[src/rtl/pe_pkg.sv]
package pe_pkg;
  typedef enum logic [3:0] {
    OP_ADD  = 4'd0,
    OP_SUB  = 4'd1,
    OP_AND  = 4'd2,
    OP_OR   = 4'd3,
    OP_XOR  = 4'd4,
    OP_MUL  = 4'd5,
    OP_SHL  = 4'd6,
    OP_SHR  = 4'd7,
    OP_PASS = 4'd8
  } pe_op_e;

  typedef enum logic [1:0] {
    SRC_RAM  = 2'd0,
    SRC_BUS  = 2'd1,
    SRC_NBR  = 2'd2,
    SRC_ZERO = 2'd3
  } pe_src_e;

  localparam int OP_W  = 4;
  localparam int SRC_W = 2;
endpackage

[src/rtl/pe_ctx_reg.sv]
module pe_ctx_reg
  import pe_pkg::*;
#(
  parameter int AW    = 3,
  parameter int NSW   = 2,
  parameter int CTX_W = 2 * SRC_W + OP_W + 3 * AW + 1 + NSW
) (
  input  logic             clk,
  input  logic             rst,
  input  logic             load,
  input  logic [CTX_W-1:0] word,
  output logic [OP_W-1:0]  op,
  output pe_src_e          src_a,
  output pe_src_e          src_b,
  output logic [AW-1:0]    raddr_a,
  output logic [AW-1:0]    raddr_b,
  output logic [AW-1:0]    waddr,
  output logic             wen,
  output logic [NSW-1:0]   nsel
);
  localparam int SA_LSB  = OP_W;
  localparam int SB_LSB  = SA_LSB + SRC_W;
  localparam int RA_LSB  = SB_LSB + SRC_W;
  localparam int RB_LSB  = RA_LSB + AW;
  localparam int WA_LSB  = RB_LSB + AW;
  localparam int WEN_BIT = WA_LSB + AW;
  localparam int NS_LSB  = WEN_BIT + 1;
  localparam logic [CTX_W-1:0] IDLE_CTX =
    {{(CTX_W - OP_W - 2 * SRC_W){1'b0}}, SRC_ZERO, SRC_ZERO, OP_PASS};

  logic [CTX_W-1:0] ctx_q;

  always_ff @(posedge clk) begin
    if (rst) begin
      ctx_q <= IDLE_CTX;
    end else if (load) begin
      ctx_q <= word;
    end
  end

  assign op      = ctx_q[0 +: OP_W];
  assign src_a   = pe_src_e'(ctx_q[SA_LSB +: SRC_W]);
  assign src_b   = pe_src_e'(ctx_q[SB_LSB +: SRC_W]);
  assign raddr_a = ctx_q[RA_LSB +: AW];
  assign raddr_b = ctx_q[RB_LSB +: AW];
  assign waddr   = ctx_q[WA_LSB +: AW];
  assign wen     = ctx_q[WEN_BIT];
  assign nsel    = ctx_q[NS_LSB +: NSW];
endmodule

[src/rtl/pe_local_ram.sv]
module pe_local_ram #(
  parameter int DATA_W = 16,
  parameter int DEPTH  = 8,
  parameter int AW     = $clog2(DEPTH)
) (
  input  logic              clk,
  input  logic              we,
  input  logic [AW-1:0]     waddr,
  input  logic [DATA_W-1:0] wdata,
  input  logic [AW-1:0]     raddr_a,
  input  logic [AW-1:0]     raddr_b,
  output logic [DATA_W-1:0] rdata_a,
  output logic [DATA_W-1:0] rdata_b
);
  logic [DATA_W-1:0] mem [DEPTH];

  always_ff @(posedge clk) begin
    if (we) begin
      mem[waddr] <= wdata;
    end
  end

  // Reads are asynchronous, so a read in the writing cycle sees the old word.
  assign rdata_a = mem[raddr_a];
  assign rdata_b = mem[raddr_b];
endmodule

[src/rtl/pe_operand_mux.sv]
module pe_operand_mux
  import pe_pkg::*;
#(
  parameter int DATA_W = 16
) (
  input  pe_src_e           sel,
  input  logic [DATA_W-1:0] ram_val,
  input  logic [DATA_W-1:0] bus_val,
  input  logic [DATA_W-1:0] nbr_val,
  output logic [DATA_W-1:0] operand
);
  always_comb begin
    unique case (sel)
      SRC_RAM: operand = ram_val;
      SRC_BUS: operand = bus_val;
      SRC_NBR: operand = nbr_val;
      default: operand = '0;
    endcase
  end
endmodule

[src/rtl/pe_fu.sv]
module pe_fu
  import pe_pkg::*;
#(
  parameter int DATA_W = 16
) (
  input  logic [OP_W-1:0]   op,
  input  logic [DATA_W-1:0] a,
  input  logic [DATA_W-1:0] b,
  output logic [DATA_W-1:0] y
);
  localparam int SH_W = $clog2(DATA_W);

  logic [SH_W-1:0] shamt;
  assign shamt = b[SH_W-1:0];

  always_comb begin
    case (pe_op_e'(op))
      OP_ADD:  y = a + b;
      OP_SUB:  y = a - b;
      OP_AND:  y = a & b;
      OP_OR:   y = a | b;
      OP_XOR:  y = a ^ b;
      OP_MUL:  y = a * b;
      OP_SHL:  y = a << shamt;
      OP_SHR:  y = $signed(a) >>> shamt;
      OP_PASS: y = a;
      default: y = '0;
    endcase
  end
endmodule

[src/rtl/pe_cell.sv]
module pe_cell
  import pe_pkg::*;
#(
  parameter int DATA_W    = 16,
  parameter int RAM_DEPTH = 8,
  parameter int NBR_COUNT = 4,
  localparam int AW    = $clog2(RAM_DEPTH),
  localparam int NSW   = $clog2(NBR_COUNT),
  localparam int CTX_W = OP_W + 2 * SRC_W + 3 * AW + 1 + NSW
) (
  input  logic                        clk,
  input  logic                        rst,
  input  logic                        ctx_load,
  input  logic [CTX_W-1:0]            ctx_word,
  input  logic [DATA_W-1:0]           bus_i,
  input  logic [NBR_COUNT*DATA_W-1:0] nbr_i,
  output logic [DATA_W-1:0]           result_o
);
  logic [OP_W-1:0]   cur_op;
  pe_src_e           cur_src_a, cur_src_b;
  logic [AW-1:0]     cur_raddr_a, cur_raddr_b, cur_waddr;
  logic              cur_wen;
  logic [NSW-1:0]    cur_nsel;
  logic [DATA_W-1:0] ram_a, ram_b, opnd_a, opnd_b, fu_y, nbr_pick;
  logic [DATA_W-1:0] nbr_arr [NBR_COUNT];
  logic [DATA_W-1:0] res_q;

  pe_ctx_reg #(.AW(AW), .NSW(NSW), .CTX_W(CTX_W)) u_ctx (
    .clk(clk), .rst(rst), .load(ctx_load), .word(ctx_word),
    .op(cur_op), .src_a(cur_src_a), .src_b(cur_src_b),
    .raddr_a(cur_raddr_a), .raddr_b(cur_raddr_b), .waddr(cur_waddr),
    .wen(cur_wen), .nsel(cur_nsel)
  );

  for (genvar g = 0; g < NBR_COUNT; g++) begin : g_nbr
    assign nbr_arr[g] = nbr_i[g*DATA_W +: DATA_W];
  end
  assign nbr_pick = nbr_arr[cur_nsel];

  pe_local_ram #(.DATA_W(DATA_W), .DEPTH(RAM_DEPTH), .AW(AW)) u_ram (
    .clk(clk), .we(cur_wen && !rst), .waddr(cur_waddr), .wdata(fu_y),
    .raddr_a(cur_raddr_a), .raddr_b(cur_raddr_b),
    .rdata_a(ram_a), .rdata_b(ram_b)
  );

  pe_operand_mux #(.DATA_W(DATA_W)) u_mux_a (
    .sel(cur_src_a), .ram_val(ram_a), .bus_val(bus_i), .nbr_val(nbr_pick),
    .operand(opnd_a)
  );

  pe_operand_mux #(.DATA_W(DATA_W)) u_mux_b (
    .sel(cur_src_b), .ram_val(ram_b), .bus_val(bus_i), .nbr_val(nbr_pick),
    .operand(opnd_b)
  );

  pe_fu #(.DATA_W(DATA_W)) u_fu (
    .op(cur_op), .a(opnd_a), .b(opnd_b), .y(fu_y)
  );

  always_ff @(posedge clk) begin
    if (rst) begin
      res_q <= '0;
    end else begin
      res_q <= fu_y;
    end
  end

  assign result_o = res_q;
endmodule

[config.mk]
export PLATFORM = sky130hd
export DESIGN_NAME = pe_cell
export DESIGN_NICKNAME = d
export VERILOG_FILES = /design/src/rtl/pe_pkg.sv /design/src/rtl/pe_ctx_reg.sv /design/src/rtl/pe_local_ram.sv /design/src/rtl/pe_operand_mux.sv /design/src/rtl/pe_fu.sv /design/src/rtl/pe_cell.sv
export SDC_FILE = /design/constraint.sdc
export NUM_CORES = 1
export LEC_CHECK = 0
export BUFFER_PORTS_ARGS = -buffer_cell sky130_fd_sc_hd__buf_2
export CAP_MARGIN = 20
export CORE_MARGIN = 5
export CORE_UTILIZATION = 35
export DETAILED_ROUTE_END_ITERATION = 8
export GPL_TIMING_DRIVEN = 0
export PLACE_DENSITY = 0.62
export RECOVER_POWER = 25
export SETUP_SLACK_MARGIN = 0.3
export SYNTH_ARGS = -nofsm -noshare
export SYNTH_HDL_FRONTEND = slang
export SYNTH_SLANG_ARGS = --single-unit
[constraint.sdc]
create_clock -name clk -period 11.7 [get_ports clk]
set_input_delay 0.585 -clock clk [delete_from_list [all_inputs] [get_ports clk]]
set_output_delay 0.585 -clock clk [all_outputs]
set_load 0.1 [all_outputs]
# Word level (Yosys, flattened, before mapping)
# Memory sizes are Yosys's and may differ from the RTL's. A register that Yosys moved wholly into a read port is not among the register bits.
# Cells that the tools add are included.
[word_totals]
regBits = 36
mem_bits_rw = 128
input_bits = 103
output_inout_bits = 16
word_cells = 42
mem_count = 1
[memory_table]
columns = ["memory", "words", "word_bits", "read_ports", "rd_ports_with_merged_regs", "write_ports", "line_no", "text"]
rows = [
  ["u_ram.mem", 8, 16, 2, 2, 1, "pe_local_ram.sv:15", "logic [DATA_W-1:0] mem [DEPTH];"],
]
[op_classes]
addsub = 2
mul = 1
magnitude_cmp = 1
eq_ne = 12
shifts = 2
n_mux = 12
bitwise_logic = 4
reduce_logical = 5
[ops]
columns = ["cell", "n"]
rows = [
  ["$pmux 16 s9", 1],
  ["$pmux 16 s3", 2],
  ["$bmux 16 s2", 1],
  ["$mux 16", 2],
  ["$add 16x16->16", 1],
  ["$and 16x16->16", 1],
  ["$eq 4x3->1 const B", 4],
  ["$mul 16x16->16", 1],
  ["$or 16x16->16", 1],
  ["$shl 16x4->16", 1],
  ["$sshr 16x4->16", 1],
  ["$sub 16x16->16", 1],
  ["$xor 16x16->16", 1],
  ["$mux 3", 4],
  ["$eq 4x2->1 const B", 2],
  ["$eq 2x1->1 const B", 2],
  ["$eq 2x2->1 const B", 2],
  ["$eq 4x1->1 const B", 1],
  ["$eq 4x4->1 const B", 1],
  ["$logic_not 2->1", 2],
  ["$logic_not 4->1", 1],
  ["$ge 3x3->1 const B", 1],
  ["$not 2->3", 1],
  ["$mux 1", 2],
  ["2 further kinds", 2],
]

# Logic depth before layout (Yosys ltp)
# Gate-level depths: netlist (run 1).
[depth]
ltp_word = 7
depth_mapped = 32
mapped_depth_nobuf = 27

# Hierarchy
# From an unflattened synthesis (run 1), not the netlist that was laid out.
[hier_totals]
hier_cells = 1412
hier_area_um2 = 15653.8
[by_module_without_submodules]
columns = ["module", "instances", "cells_each", "area_each_um2", "seq_area_each_um2"]
rows = [
  ["pe_fu", 1, 960, 7250.7, 0.0],
  ["pe_local_ram", 1, 255, 6044.5, 3843.7],
  ["pe_cell", 1, 54, 854.6, 320.3],
  ["pe_operand_mux", 2, 39, 381.6, 0.0],
  ["pe_ctx_reg", 1, 65, 740.7, 400.4],
]

# Least setup slack after synthesis (run 1)
# OpenSTA, ideal clock, no wires.
[synth_timing]
path_type = "register -> register"
start = "reg u_ctx.ctx_q[18]"
end = "reg res_q[15] (netlist: result_o[15])"
setup_ps = 115
arrival_time_ps = 7387
setup_slack_ps = 4199
stages_incl_launch_ff = 32
path_buffers = 5
period_less_slack_ps = 7501
path_cell_list = "dfxtp_1 buf_2 buf_2 mux4_2 a221oi_2 inv_2 clkbuf_1 clkbuf_1 buf_1 ha_1 inv_1 fa_1 fa_1 inv_1 ha_1 inv_1 fa_1 inv_1 ha_1 inv_1 fa_1 inv_1 ha_1 a21boi_0 o21ai_0 a21boi_0 o21ai_0 a21o_1 a21oi_1 xnor3_1 a221o_1 and2_1"
[synth_between]
elab_chain_cells = 7
elab_cells_between_ends = 15
cone_classes = "add/sub: 2; mul: 1; shift: 2; mux: 6; bitwise: 4"
[synth_lines]
columns = ["element", "line_no", "text"]
rows = [
  ["from (decl)", "pe_ctx_reg.sv:31", "logic [CTX_W-1:0] ctx_q;"],
  ["from (signal assigned)", "pe_ctx_reg.sv:37", "ctx_q <= word;"],
  ["$not 2->3 (implied by the code) *", "pe_cell.sv:38", "assign nbr_pick = nbr_arr[cur_nsel];"],
  ["$bmux 16 s2 *", "pe_cell.sv:38", ""],
  ["$mux 16 (implied by the code) * (2 in series)", "pe_cell.sv:38", ""],
  ["$pmux 16 s3", "pe_operand_mux.sv:13", "unique case (sel)"],
  ["$mul 16x16->16, or another cell as far along", "pe_fu.sv:23", "OP_MUL: y = a * b;"],
  ["$pmux 16 s9 *", "pe_fu.sv:17", "case (pe_op_e'(op))"],
  ["via fu_y[15]", "pe_cell.sv:24", "logic [DATA_W-1:0] ram_a, ram_b, opnd_a, opnd_b, fu_y, nbr_pick;"],
  ["to (signal assigned)", "pe_cell.sv:64", "res_q <= fu_y;"],
  ["to (decl)", "pe_cell.sv:26", "logic [DATA_W-1:0] res_q;"],
]
# Mark *: on every way through the listed nets, which the timed path passes. The rest lies on a longest branch. The select of a mux whose other input is x is not followed.
# A chain may end at the register's enable or synchronous reset.

# Worst setup path in the final report (run 1)
# Ends and elaborated chain as after synthesis.

==> impl_metrics.csv, run 1 <==
group,metric,value,unit
floorplanning,fp-row-count,75,
min_path,hp-class,"in2reg",
cts,post-cts-setup-buffers,0,
finish,final_common_cell,"inv_1",
floorplanning,boundaryPins,119,
synth,syn_nets,1713,
critical_path,crit_arrival,10.62,ns
pwr,switchingPower,0.000684,W
cts,cts_sinks,170,
cts,numCtsBuffers,17,
critical_path,crit_fanout,10,
finish,layout_common_cells,"149 x inv_1, 144 x nor2_1, 135 x buf_2, 128 x edfxtp_1, 114 x nand2_1",
critical_path,cp_common_cell,"inv_1",
finish,syn_to_final_growth,13.5,%
cts,cts.clk_slew.worst_paths,0.07,ns
drt,drtPass1Iterations,5,
critical_path,crit_type,"reg2reg",
placement,place_congestion,1.00,
drt,vias_per_cell,5.83,
sta,rsz0062_at_grt,"no",
critical_path,end_kind,"flip-flop",
finish,final_design_area_no_fill,0.0170,mm²
cts,cts.path.max_buffers,2,
finish,diodes,0,
sta,timing.final.crit_share,88.1,%
drt,drtIter0Drc,1421,
sta,drv_slew,0,
pwr,powerDensity,111,mW/mm²
synth,synthFlopType,"edfxtp_1",
cts,cts_tree,"done",
finish,multi_input_area,0.00936,mm²
finish,fin_util,40.4,%
critical_path,critPathTopFamily,"adder cells",
outcome,outcome,"completed",
critical_path,worstPathRequired,12.02,ns
flow_run,maxCapViolations,0,
critical_path,cp.depth,31,
synth,syn_area,0.0150,mm²
cts,cts-root-buf,"clkbuf_16",
cts,htreeDepth,4,
sta,setup_viol,0,
floorplanning,die_h,217,µm
synth,synth-seq-cells,170,
synth,synth_edf_count,128,
global_route,antenna_found_initial,0,
sta,setup-tns-final,0,ns
sta,final_hold_viol_count,0,
drt,drc,0,
finish,layout-drive-gt1-share,19.3,%
synth,ys_seq_area_share,31.2,%
drt,dr_total_vias,12420,
finish,layout.nets,1862,
drt,ant_nets,0,
floorplanning,coreArea,0.0422,mm²
synth,yosys.cell_types.count,79,
critical_path,slowest_delay,0.91,ns
critical_path,reg2reg_depth,31,
synth,yosysWarnings,0,
drt,wirelength,55100,µm
sta,fin_skew,0.0118,ns
pwr,power_leakage,6.88,nW
synth,syn_inst,1431,
sta,slew_headroom,21.0,%
pwr,combPwrFrac,34.4,%
pwr,pwr-share-clk,29.6,%
drt,wire_per_inst,25.8,µm
floorplanning,die_w,217,µm
critical_path,critPathSlowestCell,"clkbuf_1",
global_route,grt_pass1_wl,81500,µm
cts,cts_resized,0,
sta,fmax,97.0,MHz
finish,fillers,4082,
cts,clk_latency,0.43,ns
sta,worst_pin_slew,1.19,ns
synth,synth-async-reset-ratio,0,%
floorplanning,start_util,35.5,%
critical_path,worst-path-buf-inv,12,
pwr,ir_drop,0.171,mV
critical_path,worstSetupStartpointType,"flip-flop",
placement,post_dp_cell_area,0.0165,mm²
pwr,intPower,0.00121,W
synth,syn_area_per_cell,10.5,µm²
min_path,hold_depth,3,
pwr,p_sw_share,36.2,%
placement,dpl.hpwl,43300,µm
finish,regArea,0.00468,mm²
global_route,grt_usage,23.0,%
pwr,p_seq_share,36.1,%
placement,portBuffers,116,
global_route,overflow,0,
global_route,grt_max_degree,18,
sta,min_period,10.30,ns
floorplanning,die_area,0.0471,mm²
cts,hold_buffers,0,
global_route,grt_pass1_vias,12762,
==> flip-flops by register name, summed over array words and instances (netlist names), named ones only <==
name         count
result_o        16
u_ctx.ctx_q     20
u_ram.mem      128
==> kinds of logic (layout without fill, tap and decap cells) <==
logic type | Yosys count | after routing | share of synthesized area [%]
multiplexers | 133 | 133 | 15.4
buffers and inverters | 245 | 407 | 6.71
adder cells (fa/ha/maj) | 179 | 179 | 19.0
AND/OR/NAND/NOR | 363 | 363 | 10.8
AO/OA/AOI/OAI | 278 | 278 | 13.1
XOR/XNOR | 63 | 63 | 3.91
flip-flops | 170 | 170 | 31.2
==> cells in the mapped netlist, drive strengths merged, types with 9 or more instances <==
cell / number / area [µm²]
nand3: 10 / 50.1
a221oi: 12 / 160
fa: 81 / 1620
and2: 21 / 131
nor3: 20 / 100
xor2: 13 / 114
nand2b: 11 / 68.8
buf: 37 / 219
mux4: 78 / 1760
xnor2: 48 / 428
nand2: 115 / 434
nor2: 146 / 553
nor2b: 11 / 68.8
a22o: 13 / 114
ha: 98 / 1230
inv: 158 / 596
o21ai: 56 / 288
mux2i: 52 / 521
a211oi: 18 / 135
a21o: 10 / 75.1
a22oi: 33 / 248
a31oi: 9 / 56.3
a221o: 12 / 121
dfxtp: 42 / 841
a21oi: 58 / 294
clkbuf: 48 / 180
edfxtp: 128 / 3840
==> final cells by class <==
type,instances,share of cell area [%]
clock buffer,19,2.79
tap,539,3.96
buffer,85,2.33
sequential,170,27.5
timing repair buffer,130,4.26
clock inverter,13,0.683
multi-input combinational,1016,54.9
inverter,160,3.57
==> metal layers <==
layer / GRT usage [%] / up-vias / routed length (µm)
li1: - / 5426 / -
met1: 29.2 / 6226 / 21900
met3: 3.38 / 133 / 3840
met2: 39.7 / 635 / 26900
met5: 0 / - / 0
met4: 9.08 / 0 / 2380
==> worst register-to-register path, delay by kind of cell (launching register included) <==
family                     cells  cell delay (ns)
DFF                            1             0.30
buffers and inverters         12             2.87
xor gates and xnor gates       1             0.48
and+or+nand+nor                1             0.25
adders and majority gates      8             2.99
AOI/OAI and AO/OA              8             2.62
muxes                          1             0.68
==> path summary, 6_finish.rpt <==
| kind | from | slack, ns | to |
|---|---|---|---|
| min | ctx_word[4] | 0.37 | u_ctx.ctx_q[4] |
| max | u_ctx.ctx_q[18] | 1.40 | result_o[15] |
| max reg2reg | u_ctx.ctx_q[18] | 1.40 | result_o[15] |
| min reg2reg | u_ctx.ctx_q[9] | 0.51 | u_ctx.ctx_q[9] |
==> power groups by stage <==
stage / Sequential [W] / Clock [W] / Combinational [W]
after CTS: 0.000682 / 0.000567 / 0.000640
after global placement: 0.000695 / 0 / 0.000627
final: 0.000682 / 0.000559 / 0.000649
after floorplan: 0.000726 / 0 / 0.000399
after detailed placement: 0.000695 / 0 / 0.000637
after global routing: 0.000683 / 0.000594 / 0.000698
==> metrics by stage <==
| step | hold WS [ns] | total power, W | instances | setup slack (ns) |
|---|---|---|---|---|
| 2_1_floorplan | 0.463 | 0.00113 | 1431 | 4.20 |
| 3_3_place_gp | 0.484 | 0.00132 | 2086 | 1.62 |
| 3_5_place_dp | 0.494 | 0.00133 | 2100 | 1.71 |
| 4_1_cts | 0.356 | 0.00189 | 2132 | 1.67 |
| 5_1_grt | 0.359 | 0.00198 | 2132 | 0.733 |
| 6_report | 0.371 | 0.00189 | 2132 | 1.40 |
(Power assumes the default switching activity.)
==> run 2: changes to the inputs <==
--- a/config.mk
+++ b/config.mk
@@ -8,12 +8,13 @@
 export BUFFER_PORTS_ARGS = -buffer_cell sky130_fd_sc_hd__buf_2
 export CAP_MARGIN = 20
 export CORE_MARGIN = 5
-export CORE_UTILIZATION = 35
+export CORE_UTILIZATION = 60
 export DETAILED_ROUTE_END_ITERATION = 8
 export GPL_TIMING_DRIVEN = 0
-export PLACE_DENSITY = 0.62
+export PLACE_DENSITY = 0.91
 export RECOVER_POWER = 25
 export SETUP_SLACK_MARGIN = 0.3
 export SYNTH_ARGS = -nofsm -noshare
 export SYNTH_HDL_FRONTEND = slang
 export SYNTH_SLANG_ARGS = --single-unit
+export TNS_END_PERCENT = 5
==> impl_metrics.csv, run 2 (synthesized netlist as in run 1, its figures left out) <==
group,metric,value,unit
critical_path,r2r_slack,1.39,ns
placement,place_congestion,1.04,
sta,drv_slew,0,
pwr,powerDensity,116,mW/mm²
cts,htreeDepth,4,
drt,wirelength,58300,µm
global_route,grt_pass1_vias,13912,
sta,setup-tns-final,0,ns
drt,drtIter0Drc,2135,
floorplanning,start_util,61.4,%
floorplanning,coreArea,0.0245,mm²
sta,setup_viol,0,
cts,cts.clk_slew.worst_paths,0.08,ns
floorplanning,die_h,168,µm
finish,layout_common_cells,"149 x inv_1, 144 x nor2_1, 135 x buf_2, 128 x edfxtp_1, 114 x nand2_1",
cts,cts_resized,0,
critical_path,critPathTopFamily,"adder cells",
finish,layout.nets,1861,
placement,portBuffers,116,
pwr,power_leakage,6.85,nW
critical_path,crit_type,"reg2reg",
critical_path,cp_common_cell,"inv_1",
sta,fin_skew,0.0152,ns
sta,min_period,10.31,ns
finish,diodes,0,
flow_run,maxCapViolations,0,
sta,worst_pin_slew,1.21,ns
global_route,antenna_found_initial,2,
critical_path,r2r-start,"u_ctx.ctx_q[18]",
min_path,min_from,"ctx_word[6]",
sta,timing.final.crit_share,88.1,%
cts,post-cts-setup-buffers,0,
finish,syn_to_final_growth,11.4,%
cts,cts.path.max_buffers,2,
finish,final_common_cell,"inv_1",
min_path,hp-class,"in2reg",
cts,cts_tree,"done",
sta,slew_headroom,18.5,%
drt,vias_per_cell,7.15,
global_route,overflow,0,
sta,rsz0062_at_grt,"no",
critical_path,end_kind,"flip-flop",
cts,hold_buffers,0,
drt,drtPass1Iterations,6,
critical_path,critPathSlowestCell,"clkbuf_1",
floorplanning,boundaryPins,119,
pwr,ir_drop,0.154,mV
floorplanning,die_w,168,µm
cts,clk_latency,0.44,ns
cts,cts-root-buf,"clkbuf_16",
critical_path,crit_fanout,10,
floorplanning,die_area,0.0283,mm²
finish,largest_reg_flops,128,
placement,dpl.hpwl,42400,µm
cts,cts_sinks,170,
floorplanning,fp-row-count,57,
critical_path,worstSetupStartpointType,"flip-flop",
drt,dr_total_vias,13702,
critical_path,worst-path-buf-inv,12,
finish,fillers,1742,
finish,regMostFlops,"u_ram.mem",
cts,numCtsBuffers,17,
drt,drc,0,
drt,wire_per_inst,30.4,µm
critical_path,reg2reg_depth,31,
global_route,grt_max_degree,17,
global_route,grt_pass1_wl,86300,µm
critical_path,worstPathRequired,12.04,ns
critical_path,rr_endpoint,"result_o[15]",
sta,fmax,97.0,MHz
min_path,hold_depth,3,
critical_path,cp.depth,31,
critical_path,slowest_delay,0.90,ns
sta,final_hold_viol_count,0,
global_route,grt_usage,40.9,%
min_path,holdPathEnd,"u_ctx.ctx_q[6]",
outcome,outcome,"completed",
finish,layout-drive-gt1-share,18.8,%
critical_path,crit_arrival,10.65,ns
sta,hold_slack,0.366,ns
drt,ant_nets,0,
[run 2: where the power goes]
part	switching (W)	internal, W	total (W)	leakage [nW]
Combinational	0.000447	0.000225	0.000672	5.04
Sequential	0.00000942	0.000675	0.000684	1.52
Clock	0.000257	0.000327	0.000583	0.285
Total	0.000713	0.00123	0.00194	6.85
[run 2: metrics by stage]
| stage | util, % | cell area (µm²) | worst slack [ns] | total power, W | std cells |
|---|---|---|---|---|---|
| final | 68.3 | 16700 | 1.39 | 0.00194 | 1916 |
| after global routing | 68.3 | 16700 | 0.958 | 0.00201 | 1916 |
| after CTS | 68.6 | 16800 | 1.69 | 0.00191 | 1915 |
| after detailed placement | 66.1 | 16200 | 1.72 | 0.00133 | 1883 |
| after global placement | 65.4 | 16000 | 1.86 | 0.00132 | 1871 |
| after floorplan | - | 15000 | 4.20 | 0.00113 | 1431 |
[run 2: worst max-delay path by stage]
stage	slack, ns	startpoint	endpoint
after floorplan	4.20	u_ctx.ctx_q[18]	result_o[15]
after global placement	1.86	u_ctx.ctx_q[7]	result_o[15]
after detailed placement	1.72	u_ctx.ctx_q[19]	result_o[15]
after CTS	1.69	u_ctx.ctx_q[19]	result_o[15]
after global routing	0.96	u_ctx.ctx_q[18]	result_o[15]
final	1.39	u_ctx.ctx_q[18]	result_o[15]
[run 2: worst min-delay path, delay by kind of cell]
| family | cells | cell delay [ns] |
|---|---|---|
| buf+inv | 1 | 0.07 |
| simple gates | 1 | 0.06 |
| mux | 1 | 0.05 |
[run 2: routing by layer]
metal	vias to the layer above	share of wire, %	GRT usage [%]
li1	5422	-	-
met1	6522	32	47.8
met2	1315	46	66.0
met3	441	12	10.0
met4	2	9.8	29.8
met5	-	0.026	0
[run 2: final cells by class]
type	count	area (µm²)	share of cell area, %
Sequential cell	170	4680	28.0
Clock buffer	19	443	2.65
Tap cell	324	405	2.42
Buffer	85	398	2.38
Inverter	160	608	3.64
Timing Repair Buffer	129	687	4.11
Multi-Input combinational cell	1016	9340	55.8
Clock inverter	13	158	0.943
